File: config.mk
export PLATFORM = sky130hd
export DESIGN_NAME = osc_wake_timer
export DESIGN_NICKNAME = d
export VERILOG_FILES = /design/src/rtl/osc_wake_pkg.sv /design/src/rtl/osc_wake_rstsync.sv /design/src/rtl/osc_wake_evt.sv /design/src/rtl/osc_wake_cnt.sv /design/src/rtl/osc_wake_fsm.sv /design/src/rtl/osc_wake_timer.sv
export SDC_FILE = /design/constraint.sdc
export NUM_CORES = 1
export LEC_CHECK = 0
export ABC_AREA = 1
export BUFFER_PORTS_ARGS = -buffer_cell sky130_fd_sc_hd__buf_2
export CAP_MARGIN = 30
export CORE_MARGIN = 2
export CORE_UTILIZATION = 53
export CTS_CLUSTER_SIZE = 30
export DETAILED_ROUTE_END_ITERATION = 8
export GPL_TIMING_DRIVEN = 0
export PLACE_DENSITY = 0.81
export SYNTH_ARGS = -nofsm -noshare
export SYNTH_HDL_FRONTEND = slang
export SYNTH_HIERARCHICAL = 1
export SYNTH_SLANG_ARGS = --single-unit
File: constraint.sdc
create_clock -name clk_i -period 1.11 [get_ports clk_i]
set_clock_uncertainty 0.2 [all_clocks]
set_input_delay 0.2775 -clock clk_i [delete_from_list [all_inputs] [get_ports clk_i]]
set_output_delay 0.2775 -clock clk_i [all_outputs]
set_load 0.02 [all_outputs]
File: src/rtl/osc_wake_pkg.sv
package osc_wake_pkg;

  localparam int unsigned DLY_W = 8;

  localparam logic [DLY_W-1:0] DLY_FORBID = {DLY_W{1'b1}};
  localparam logic [DLY_W-1:0] DLY_CLAMP  = {{(DLY_W-1){1'b1}}, 1'b0};

  typedef enum logic [1:0] {
    ST_IDLE   = 2'd0,
    ST_COUNT  = 2'd1,
    ST_BYPASS = 2'd2,
    ST_READY  = 2'd3
  } wk_state_e;

endpackage

File: src/rtl/osc_wake_rstsync.sv
module osc_wake_rstsync #(
  parameter int unsigned STAGES = 2
) (
  input  logic clk_i,
  input  logic arst_ni,
  output logic rst_no
);

  logic [STAGES-1:0] sync_q;
  logic [STAGES-1:0] sync_d;

  always_comb begin
    sync_d = {sync_q[STAGES-2:0], 1'b1};
  end

  always_ff @(posedge clk_i or negedge arst_ni) begin
    if (!arst_ni) begin
      sync_q <= '0;
    end else begin
      sync_q <= sync_d;
    end
  end

  assign rst_no = sync_q[STAGES-1];

endmodule

File: src/rtl/osc_wake_evt.sv
module osc_wake_evt
  import osc_wake_pkg::*;
#(
  parameter int unsigned NUM_SRC = 3
) (
  input  logic               clk_i,
  input  logic               rst_ni,
  input  logic [NUM_SRC-1:0] src_evt_i,
  input  logic [DLY_W-1:0]   dly_i,
  input  logic               ill_clr_i,
  output logic               start_o,
  output logic [DLY_W-1:0]   lim_o,
  output logic               ill_o
);

  // merge start sources
  logic [NUM_SRC:0] any_chain;
  assign any_chain[0] = 1'b0;

  for (genvar g = 0; g < NUM_SRC; g++) begin : g_src
    assign any_chain[g+1] = any_chain[g] | src_evt_i[g];
  end

  assign start_o = any_chain[NUM_SRC];

  // setting capture with clamp of the forbidden value
  logic             forbid;
  logic [DLY_W-1:0] lim_q, lim_d;
  logic             ill_q, ill_d;
  logic             lim_en;

  assign forbid = (dly_i == DLY_FORBID);
  assign lim_en = start_o;

  always_comb begin
    lim_d = lim_q;
    if (lim_en) begin
      lim_d = forbid ? DLY_CLAMP : dly_i;
    end
  end

  always_comb begin
    ill_d = ill_q;
    if (ill_clr_i) begin
      ill_d = 1'b0;
    end
    if (start_o && forbid) begin
      ill_d = 1'b1;
    end
  end

  always_ff @(posedge clk_i or negedge rst_ni) begin
    if (!rst_ni) begin
      lim_q <= '0;
      ill_q <= 1'b0;
    end else begin
      lim_q <= lim_d;
      ill_q <= ill_d;
    end
  end

  assign lim_o = lim_q;
  assign ill_o = ill_q;

  AST_CLAMP_FORBID: assert property (@(posedge clk_i) disable iff (!rst_ni)
    (start_o && dly_i == DLY_FORBID) |=> (lim_o == DLY_CLAMP));
  AST_LIMIT_HELD: assert property (@(posedge clk_i) disable iff (!rst_ni)
    !start_o |=> $stable(lim_o));
  AST_FLAG_STICKY: assert property (@(posedge clk_i) disable iff (!rst_ni)
    (ill_o && !ill_clr_i) |=> ill_o);
  AST_FLAG_SET_WINS: assert property (@(posedge clk_i) disable iff (!rst_ni)
    (start_o && dly_i == DLY_FORBID && ill_clr_i) |=> ill_o);

endmodule

File: src/rtl/osc_wake_cnt.sv
module osc_wake_cnt
  import osc_wake_pkg::*;
#(
  parameter int unsigned PRESC_W = 12
) (
  input  logic             clk_i,
  input  logic             rst_ni,
  input  logic             clr_i,
  input  logic             en_i,
  input  logic [DLY_W-1:0] lim_i,
  output logic             term_o
);

  localparam logic [PRESC_W-1:0] PRESC_TOP = {PRESC_W{1'b1}};

  logic [PRESC_W-1:0] presc_q, presc_d;
  logic [DLY_W-1:0]   outer_q, outer_d;
  logic               wrap;

  assign wrap   = (presc_q == PRESC_TOP);
  assign term_o = en_i && wrap && (outer_q == lim_i);

  always_comb begin
    presc_d = presc_q;
    outer_d = outer_q;
    if (clr_i || term_o) begin
      presc_d = '0;
      outer_d = '0;
    end else if (en_i) begin
      presc_d = presc_q + 1'b1;
      if (wrap) begin
        outer_d = outer_q + 1'b1;
      end
    end
  end

  always_ff @(posedge clk_i or negedge rst_ni) begin
    if (!rst_ni) begin
      presc_q <= '0;
      outer_q <= '0;
    end else begin
      presc_q <= presc_d;
      outer_q <= outer_d;
    end
  end

  AST_OUTER_BOUND: assert property (@(posedge clk_i) disable iff (!rst_ni)
    en_i |-> (outer_q <= lim_i));
  AST_PRESC_IDLE: assert property (@(posedge clk_i) disable iff (!rst_ni)
    (!en_i && !clr_i) |=> $stable(presc_q));

endmodule

File: src/rtl/osc_wake_fsm.sv
module osc_wake_fsm
  import osc_wake_pkg::*;
(
  input  logic clk_i,
  input  logic rst_ni,
  input  logic start_i,
  input  logic int_clk_i,
  input  logic term_i,
  output logic cnt_en_o,
  output logic cnt_clr_o,
  output logic ready_o
);

  wk_state_e state_q, state_d;
  logic      ready_q, ready_d;

  always_comb begin
    state_d = state_q;
    if (start_i) begin
      state_d = int_clk_i ? ST_BYPASS : ST_COUNT;
    end else begin
      case (state_q)
        ST_IDLE:   state_d = ST_IDLE;
        ST_COUNT:  state_d = term_i ? ST_READY : ST_COUNT;
        ST_BYPASS: state_d = ST_READY;
        ST_READY:  state_d = ST_READY;
        default:   state_d = ST_IDLE;
      endcase
    end
  end

  assign ready_d = (state_d == ST_READY);

  always_ff @(posedge clk_i or negedge rst_ni) begin
    if (!rst_ni) begin
      state_q <= ST_IDLE;
      ready_q <= 1'b0;
    end else begin
      state_q <= state_d;
      ready_q <= ready_d;
    end
  end

  assign cnt_en_o  = (state_q == ST_COUNT);
  assign cnt_clr_o = start_i;
  assign ready_o   = ready_q;

  AST_START_DROPS: assert property (@(posedge clk_i) disable iff (!rst_ni)
    start_i |=> !ready_o);
  AST_BYPASS_NEXT: assert property (@(posedge clk_i) disable iff (!rst_ni)
    (start_i && int_clk_i) ##1 !start_i |=> ready_o);
  AST_READY_HOLD: assert property (@(posedge clk_i) disable iff (!rst_ni)
    (ready_o && !start_i) |=> ready_o);
  AST_READY_CAUSE: assert property (@(posedge clk_i) disable iff (!rst_ni)
    $rose(ready_o) |-> ($past(term_i) || $past(state_q == ST_BYPASS)));

endmodule

File: src/rtl/osc_wake_timer.sv
module osc_wake_timer
  import osc_wake_pkg::*;
#(
  parameter int unsigned PRESC_W     = 12,
  parameter int unsigned SYNC_STAGES = 2
) (
  input  logic             clk_i,
  input  logic             arst_ni,
  input  logic [DLY_W-1:0] dly_cfg_i,
  input  logic             int_clk_sel_i,
  input  logic             por_evt_i,
  input  logic             ext_rst_evt_i,
  input  logic             halt_wake_evt_i,
  input  logic             ill_clr_i,
  output logic             ready_o,
  output logic             ill_cfg_o
);

  localparam int unsigned NUM_SRC = 3;

  logic               rst_n;
  logic [NUM_SRC-1:0] src_evt;
  logic               start;
  logic [DLY_W-1:0]   lim;
  logic               cnt_en;
  logic               cnt_clr;
  logic               term;

  assign src_evt = {halt_wake_evt_i, ext_rst_evt_i, por_evt_i};

  osc_wake_rstsync #(.STAGES(SYNC_STAGES)) u_rstsync (
    .clk_i   (clk_i),
    .arst_ni (arst_ni),
    .rst_no  (rst_n)
  );

  osc_wake_evt #(.NUM_SRC(NUM_SRC)) u_evt (
    .clk_i     (clk_i),
    .rst_ni    (rst_n),
    .src_evt_i (src_evt),
    .dly_i     (dly_cfg_i),
    .ill_clr_i (ill_clr_i),
    .start_o   (start),
    .lim_o     (lim),
    .ill_o     (ill_cfg_o)
  );

  osc_wake_cnt #(.PRESC_W(PRESC_W)) u_cnt (
    .clk_i  (clk_i),
    .rst_ni (rst_n),
    .clr_i  (cnt_clr),
    .en_i   (cnt_en),
    .lim_i  (lim),
    .term_o (term)
  );

  osc_wake_fsm u_fsm (
    .clk_i     (clk_i),
    .rst_ni    (rst_n),
    .start_i   (start),
    .int_clk_i (int_clk_sel_i),
    .term_i    (term),
    .cnt_en_o  (cnt_en),
    .cnt_clr_o (cnt_clr),
    .ready_o   (ready_o)
  );

  AST_RESET_QUIET: assert property (@(posedge clk_i) disable iff (!rst_n)
    (!ready_o && !start && !cnt_en && !$past(start)) |=> !ready_o || $past(term));

endmodule

## Yosys cells after proc, flatten, opt, wreduce, memory -nomap -nowiden

Index checks and enable logic that the tools add are counted.

| word-level totals | value |
|---|---|
| register bits after elaboration | 34 |
| input bits | 15 |
| output and inout port bits | 2 |

| operators by class | value |
|---|---|
| $add $sub $neg | 2 |
| equality and inequality tests | 7 |
| multiplexer cells | 12 |
| bitwise gates (word level) | 2 |
| reductions and logical operators | 10 |

Operators by type and width:

| cell | number |
|---|---|
| $mux W8 | 4 |
| $mux W12 | 2 |
| $add A12 B1 Y12 const B | 1 |
| $eq A12 B12 Y1 const B | 1 |
| $add A8 B1 Y8 const B | 1 |
| $eq A8 B8 Y1 | 1 |
| $eq A8 B8 Y1 const B | 1 |
| $eq A2 B2 Y1 const B | 3 |
| $mux W2 | 3 |
| $pmux W2 S3 | 1 |
| $reduce_bool A2 Y1 | 3 |
| $logic_and A1 B1 Y1 | 3 |
| $eq A2 B1 Y1 const B | 1 |
| $logic_not A2 Y1 | 1 |
| $mux W1 | 2 |
| $or A1 B1 Y1 | 2 |
| $reduce_and A2 Y1 | 1 |
| $reduce_or A2 Y1 | 1 |
| $logic_or A1 B1 Y1 | 1 |

## Depth between registers and ports, before layout

| depth | value |
|---|---|
| depth in word-level cells | 7 |
| gate-level depth with buffers | 12 |
| gate-level depth less buffers | 12 |

## Hierarchy

Netlist, hierarchy kept.

Modules (own cells, without submodules):

| module | instances | cells an instance | area each (µm²) |
|---|---|---|---|
| osc_wake_cnt | 1 | 180 | 1345.0 |
| osc_wake_evt | 1 | 49 | 427.9 |
| osc_wake_fsm | 1 | 16 | 135.1 |
| osc_wake_rstsync | 1 | 3 | 53.8 |

## Worst setup path after synthesis

No wires, ideal clock.

| path | value |
|---|---|
| path type | reg-to-reg |
| start | reg u_fsm.state_q[1] |
| end | reg u_cnt.presc_q[5] |
| setup time | 121 ps |
| data arrival time | 1471 ps |
| path slack | -682 ps |
| stages on the path, launching flop included | 10 |
| period minus slack after synthesis | 1792 ps |
| cell sequence | dfrtp_1 -> nor2_1 -> nand2_2 -> nor2_4 -> nand3_4 -> nor2_8 -> nand3_2 -> nand2_2 -> buf_8 -> nor2_2 |

| on the way | value |
|---|---|
| longest elaborated chain between the ends | 5 |
| elaborated cells between the ends (all ways) | 6 |
| classes of those cells | 1 x eq/ne; 1 x mux; 4 x reduce/logical |

Ends and longest elaborated chain:

| what | line | RTL |
|---|---|---|
| start, declared | osc_wake_fsm.sv:14 | `wk_state_e state_q, state_d;` |
| start signal, assigned | osc_wake_fsm.sv:39 | `state_q <= state_d;` |
| $eq A2 B1 Y1 (*) | osc_wake_fsm.sv:44 | `assign cnt_en_o = (state_q == ST_COUNT);` |
| named net cnt_en | osc_wake_timer.sv:25 | `logic cnt_en;` |
| $logic_and A1 B1 Y1 (2 in series) | osc_wake_cnt.sv:21 | `assign term_o = en_i && wrap && (outer_q == lim_i);` |
| $logic_or A1 B1 Y1 | osc_wake_cnt.sv:26 | `if (clr_i \|\| term_o) begin` |
| $mux W12 or $reduce_bool A2 Y1 (tied branches) | -- |  |
| end signal, assigned | osc_wake_cnt.sv:42 | `presc_q <= presc_d;` |
| end, declared | osc_wake_cnt.sv:16 | `logic [PRESC_W-1:0] presc_q, presc_d;` |

Mark *: on every way through the listed nets, which the timed path passes. The rest lies on a longest branch.
A chain may end at the register's enable or synchronous reset.

## Worst setup path after layout

| path | value |
|---|---|
| start | reg u_cnt.outer_q[7] |
| end | reg u_cnt.presc_q[3] |

| on the way | value |
|---|---|
| longest elaborated chain between the ends | 4 |
| elaborated cells between the ends (all ways) | 5 |
| classes of those cells | 1 x eq/ne; 1 x mux; 3 x reduce/logical |

Ends and longest elaborated chain:

| what | line | RTL |
|---|---|---|
| start, declared | osc_wake_cnt.sv:17 | `logic [DLY_W-1:0] outer_q, outer_d;` |
| start signal, assigned | osc_wake_cnt.sv:43 | `outer_q <= outer_d;` |
| $eq A8 B8 Y1 (*) | osc_wake_cnt.sv:21 |  |
| $logic_and A1 B1 Y1 (*) | osc_wake_cnt.sv:21 |  |
| $logic_or A1 B1 Y1 (*) | osc_wake_cnt.sv:26 |  |
| $mux W12 or $reduce_bool A2 Y1 (tied branches) | -- |  |

Mark *: on every way between the ends. The rest lies on a longest branch, timed or not.

==> flow_summary.rst <==
.. list-table::
   :header-rows: 1

   * - Metric
     - Value
   * - Post-Route WL
     - 4620 µm
   * - Number of DRC violations after detailed routing
     - 0
   * - Net switching power
     - 0.655 mW
   * - Via count normalized by instance count
     - 5.18
   * - Tmin final
     - 1780 ps
   * - Sequential cell area in the final layout
     - 852 µm²
   * - Drt first-iter violations
     - 103
   * - Mapped cell area
     - 1960 µm²
   * - Floorplan Core Area
     - 3610 µm²
   * - Pin count of the biggest net entering global routing
     - 33
   * - Number of pins with negative max-slew slack in the final report
     - 0
   * - Syn_area_per_cell
     - 7.91 µm²
   * - Crit end category
     - flip-flop
   * - Cell Rows
     - 22
   * - Leading register cell type out of synthesis
     - sky130_fd_sc_hd__dfrtp_1
   * - Setup Viol. Count Final
     - 24
   * - Ratio of total power to cell area
     - 1170 nW/µm²
   * - Proportion of synthesized chip area in sequential cells
     - 0.434
   * - Yosys warnings
     - 6
   * - Required arrival time at the worst endpoint
     - 1100 ps
   * - Kind of path behind the tightest hold check
     - in -> reg
   * - Vias in the first global route
     - 1690
   * - Peak Freq
     - 562 MHz
   * - Routed wirelength normalized by instance count
     - 13.5 µm
   * - Clock transition at the registers of the reported paths
     - 70 ps
   * - Total Routing Usage GR
     - 0.247
   * - Post-Syn Nets
     - 265
   * - Starting density of the core
     - 0.544
   * - Total iterations of the first detailed-routing run
     - 4
   * - Antenna viol nets, final
     - 0
   * - Combinational cell fraction of total power
     - 0.083
   * - Area of combinational cells with multiple inputs
     - 1040 µm²
   * - Fraction of final layout cells sized beyond drive strength 1
     - 0.282
   * - Die Wd
     - 64.8 µm
   * - Fin nets
     - 310
   * - Data arrival at the endpoint of the critical path
     - 1770 ps
   * - Final hold viol count
     - 0
   * - Internal power
     - 2.35 mW
   * - I/O pin count
     - 17
   * - Portion of synthesized cell area occupied by the leading cell type
     - 0.434
   * - Critical path origin
     - u_cnt/outer_q[7]
   * - Finished Cell Area
     - 2560 µm²
   * - Initial antenna violation count
     - 0
   * - Cell area after placement
     - 2110 µm²
   * - Unrepaired setup endpoints after global routing
     - yes
   * - Leading area contributor after synthesis
     - sky130_fd_sc_hd__dfrtp_1
   * - Congestion Overflow GR
     - 0
   * - Post-DP HPWL
     - 2530 µm
   * - Rel. slew slack
     - 0.538
   * - Number of input and output port buffers inserted
     - 16
   * - Clock buffer count from CTS
     - 5
   * - Period Utilization, post-route
     - 1.60
   * - Share of power burned in the clock network
     - 0.478
   * - Transition time of the tightest slew-check pin
     - 693 ps
   * - Total Die Area
     - 4200 µm²
   * - Total of fill cells in the finished design
     - 250
   * - Worst R2R Start
     - u_cnt/outer_q[7]
   * - Run status
     - finished, violations left
   * - Least setup slack across all paths after layout
     - -668 ps
   * - Fraction of power spent switching nets
     - 0.218
   * - Top area cells in the synthesized netlist
     - sky130_fd_sc_hd__dfrtp_1 (43%), sky130_fd_sc_hd__nand2_1 (14%), sky130_fd_sc_hd__inv_1 (5.5%)
   * - EDFF count, synth
     - 0
   * - Maximum resistive drop on vdd
     - 0.927 mV
   * - Static leakage power
     - 1.27 nW
   * - Die boundary height
     - 64.8 µm
   * - Critical hold path startpoint
     - ill_clr_i
   * - Clk sinks
     - 34
   * - Inserted Diodes
     - 0
   * - Number of max-cap violations
     - 0
   * - Clock tree root driver cell
     - sky130_fd_sc_hd__clkbuf_8
   * - Layout Area Growth over Synthesis
     - 30.7%
   * - Setup crit start kind
     - flip-flop
   * - Category of the most critical setup path
     - reg -> reg
   * - Clock tree from TritonCTS
     - yes
   * - Number of distinct library cell variants in the gate-level netlist after synthesis
     - 29
   * - Max Buffers Root-to-Sink
     - 2
   * - Last weighted congestion value of the routability-driven placer
     - 0.910
   * - Number of standard cells after synthesis
     - 248
   * - Failing checks
     - setup timing
   * - Sequential share of power
     - 0.439
   * - Most used standard cells in the synthesized netlist
     - sky130_fd_sc_hd__nand2_1 (75), sky130_fd_sc_hd__dfrtp_1 (34), sky130_fd_sc_hd__inv_1 (29), sky130_fd_sc_hd__nand3_1 (21), sky130_fd_sc_hd__nor2_1 (20)
   * - Total via count in the routed design
     - 1771
   * - Most frequently used cell type in the post-synthesis netlist
     - sky130_fd_sc_hd__nand2_1
   * - Number of storage elements in the synthesis netlist
     - 34
   * - Async S/R FF share, synth
     - 1.00
   * - Hold Worst Slack
     - 29.4 ps
   * - Clk_lat worst skew
     - 300 ps
   * - Critical path peak fanout
     - 5
   * - First-pass GRT wire length
     - 7780 µm
   * - H-Tree Depth
     - 2
[layout by cell type, fill, tap and decap left out, drive strengths merged, types with 7 or more instances in the layout]
cell,Yosys,layout
dfrtp,34,34
xor2,7,7
buf,2,31
nand3,24,24
inv,32,32
nand2,80,80
clkbuf,1,7
dlygate4sd3,0,9
nand4,12,12
nor2,34,34
[state kept, by name, summed over array words and instances, names as in the netlist]
| signal | count |
|---|---|
| u_fsm/state_q | 2 |
| u_fsm/ready_o | 1 |
| u_rstsync/sync_q | 2 |
| u_cnt/outer_q | 8 |
| u_cnt/presc_q | 12 |
| u_evt/lim_o | 8 |
| u_evt/ill_o | 1 |
[final cells by class]
class	count	area share
Multi-Input combinational cell	178	0.407
Sequential cell	34	0.332
Timing Repair Buffer	39	0.129
Inverter	33	0.0483
Clock buffer	6	0.0322
Clock inverter	2	0.0234
Tap cell	48	0.0234
Buffer	2	0.00439
[kinds of logic after synthesis]
| group | share of synthesized area |
|---|---|
| fa+ha+maj | 0.0128 |
| compound gates | 0.0210 |
| mux | 0.00510 |
| flops | 0.434 |
| buf+inv | 0.0765 |
| xor+xnor | 0.0580 |
| simple gates | 0.391 |
| other cells | 0.00191 |
[timing repair]
item                       CTS  global route
setup endpoints to repair   24            24
hold endpoints to repair    10             0
hold buffers                 9             0
gates resized for setup     17            10
gates cloned                 1             0
pin swaps                    9             7
setup buffers               12             1
[metrics by stage]
| step | power, mW | utilization | instances | setup WS (ps) | TNS, ps |
|---|---|---|---|---|---|
| after CTS | 3.01 | 0.702 | 342 | -620 | -13030 |
| final | 3.01 | 0.711 | 342 | -668 | -14060 |
| after global routing | 3.12 | 0.711 | 342 | -738 | -15680 |
| after global placement | 1.51 | 0.586 | 312 | -706 | -15020 |
| after detailed placement | 1.52 | 0.586 | 312 | -760 | -15660 |
| after floorplan | 1.45 | - | 248 | -547 | -10610 |
[power by group through the flow]
stage	combinational [mW]	clock (mW)	sequential, mW
2_1_floorplan	0.120	0	1.33
3_3_place_gp	0.170	0	1.34
3_5_place_dp	0.174	0	1.34
4_1_cts	0.238	1.45	1.32
5_1_grt	0.272	1.52	1.33
6_report	0.249	1.44	1.32
[worst paths after layout]
kind / slack [ps] / endpoint / cells past startpoint
max: -670 / u_cnt/presc_q[3] / 8
min: 30 / u_evt/ill_o / 4
max reg2reg: -670 / u_cnt/presc_q[3] / 8
min reg2reg: 110 / u_cnt/outer_q[6] / 0
max in group asynchronous: 150 / u_cnt/presc_q[7] / 0
min in group asynchronous: 90 / u_rstsync/sync_q[0] / 2
[worst max-delay path, cell delays in order (launching register included)]
cell and delay, ps:
sky130_fd_sc_hd__dfrtp_1 440, sky130_fd_sc_hd__xnor2_1 250, sky130_fd_sc_hd__nand2_1 130, sky130_fd_sc_hd__nor2_2 180, sky130_fd_sc_hd__nand3_4 110, sky130_fd_sc_hd__nand2_4 100, sky130_fd_sc_hd__buf_12 120, sky130_fd_sc_hd__buf_16 110
sky130_fd_sc_hd__nor2_2 40
[routing by layer]
layer  vias up  track usage  share of wire  wire length [µm]
met3        12       0.0660          0.050               229
met5         -            0              0                 0
met1       823        0.305           0.44              2010
li1        870            -              -                 -
met2        66        0.405           0.49              2270
met4         0        0.112          0.023               105
Note: power is estimated with default switching activity, not from simulation.
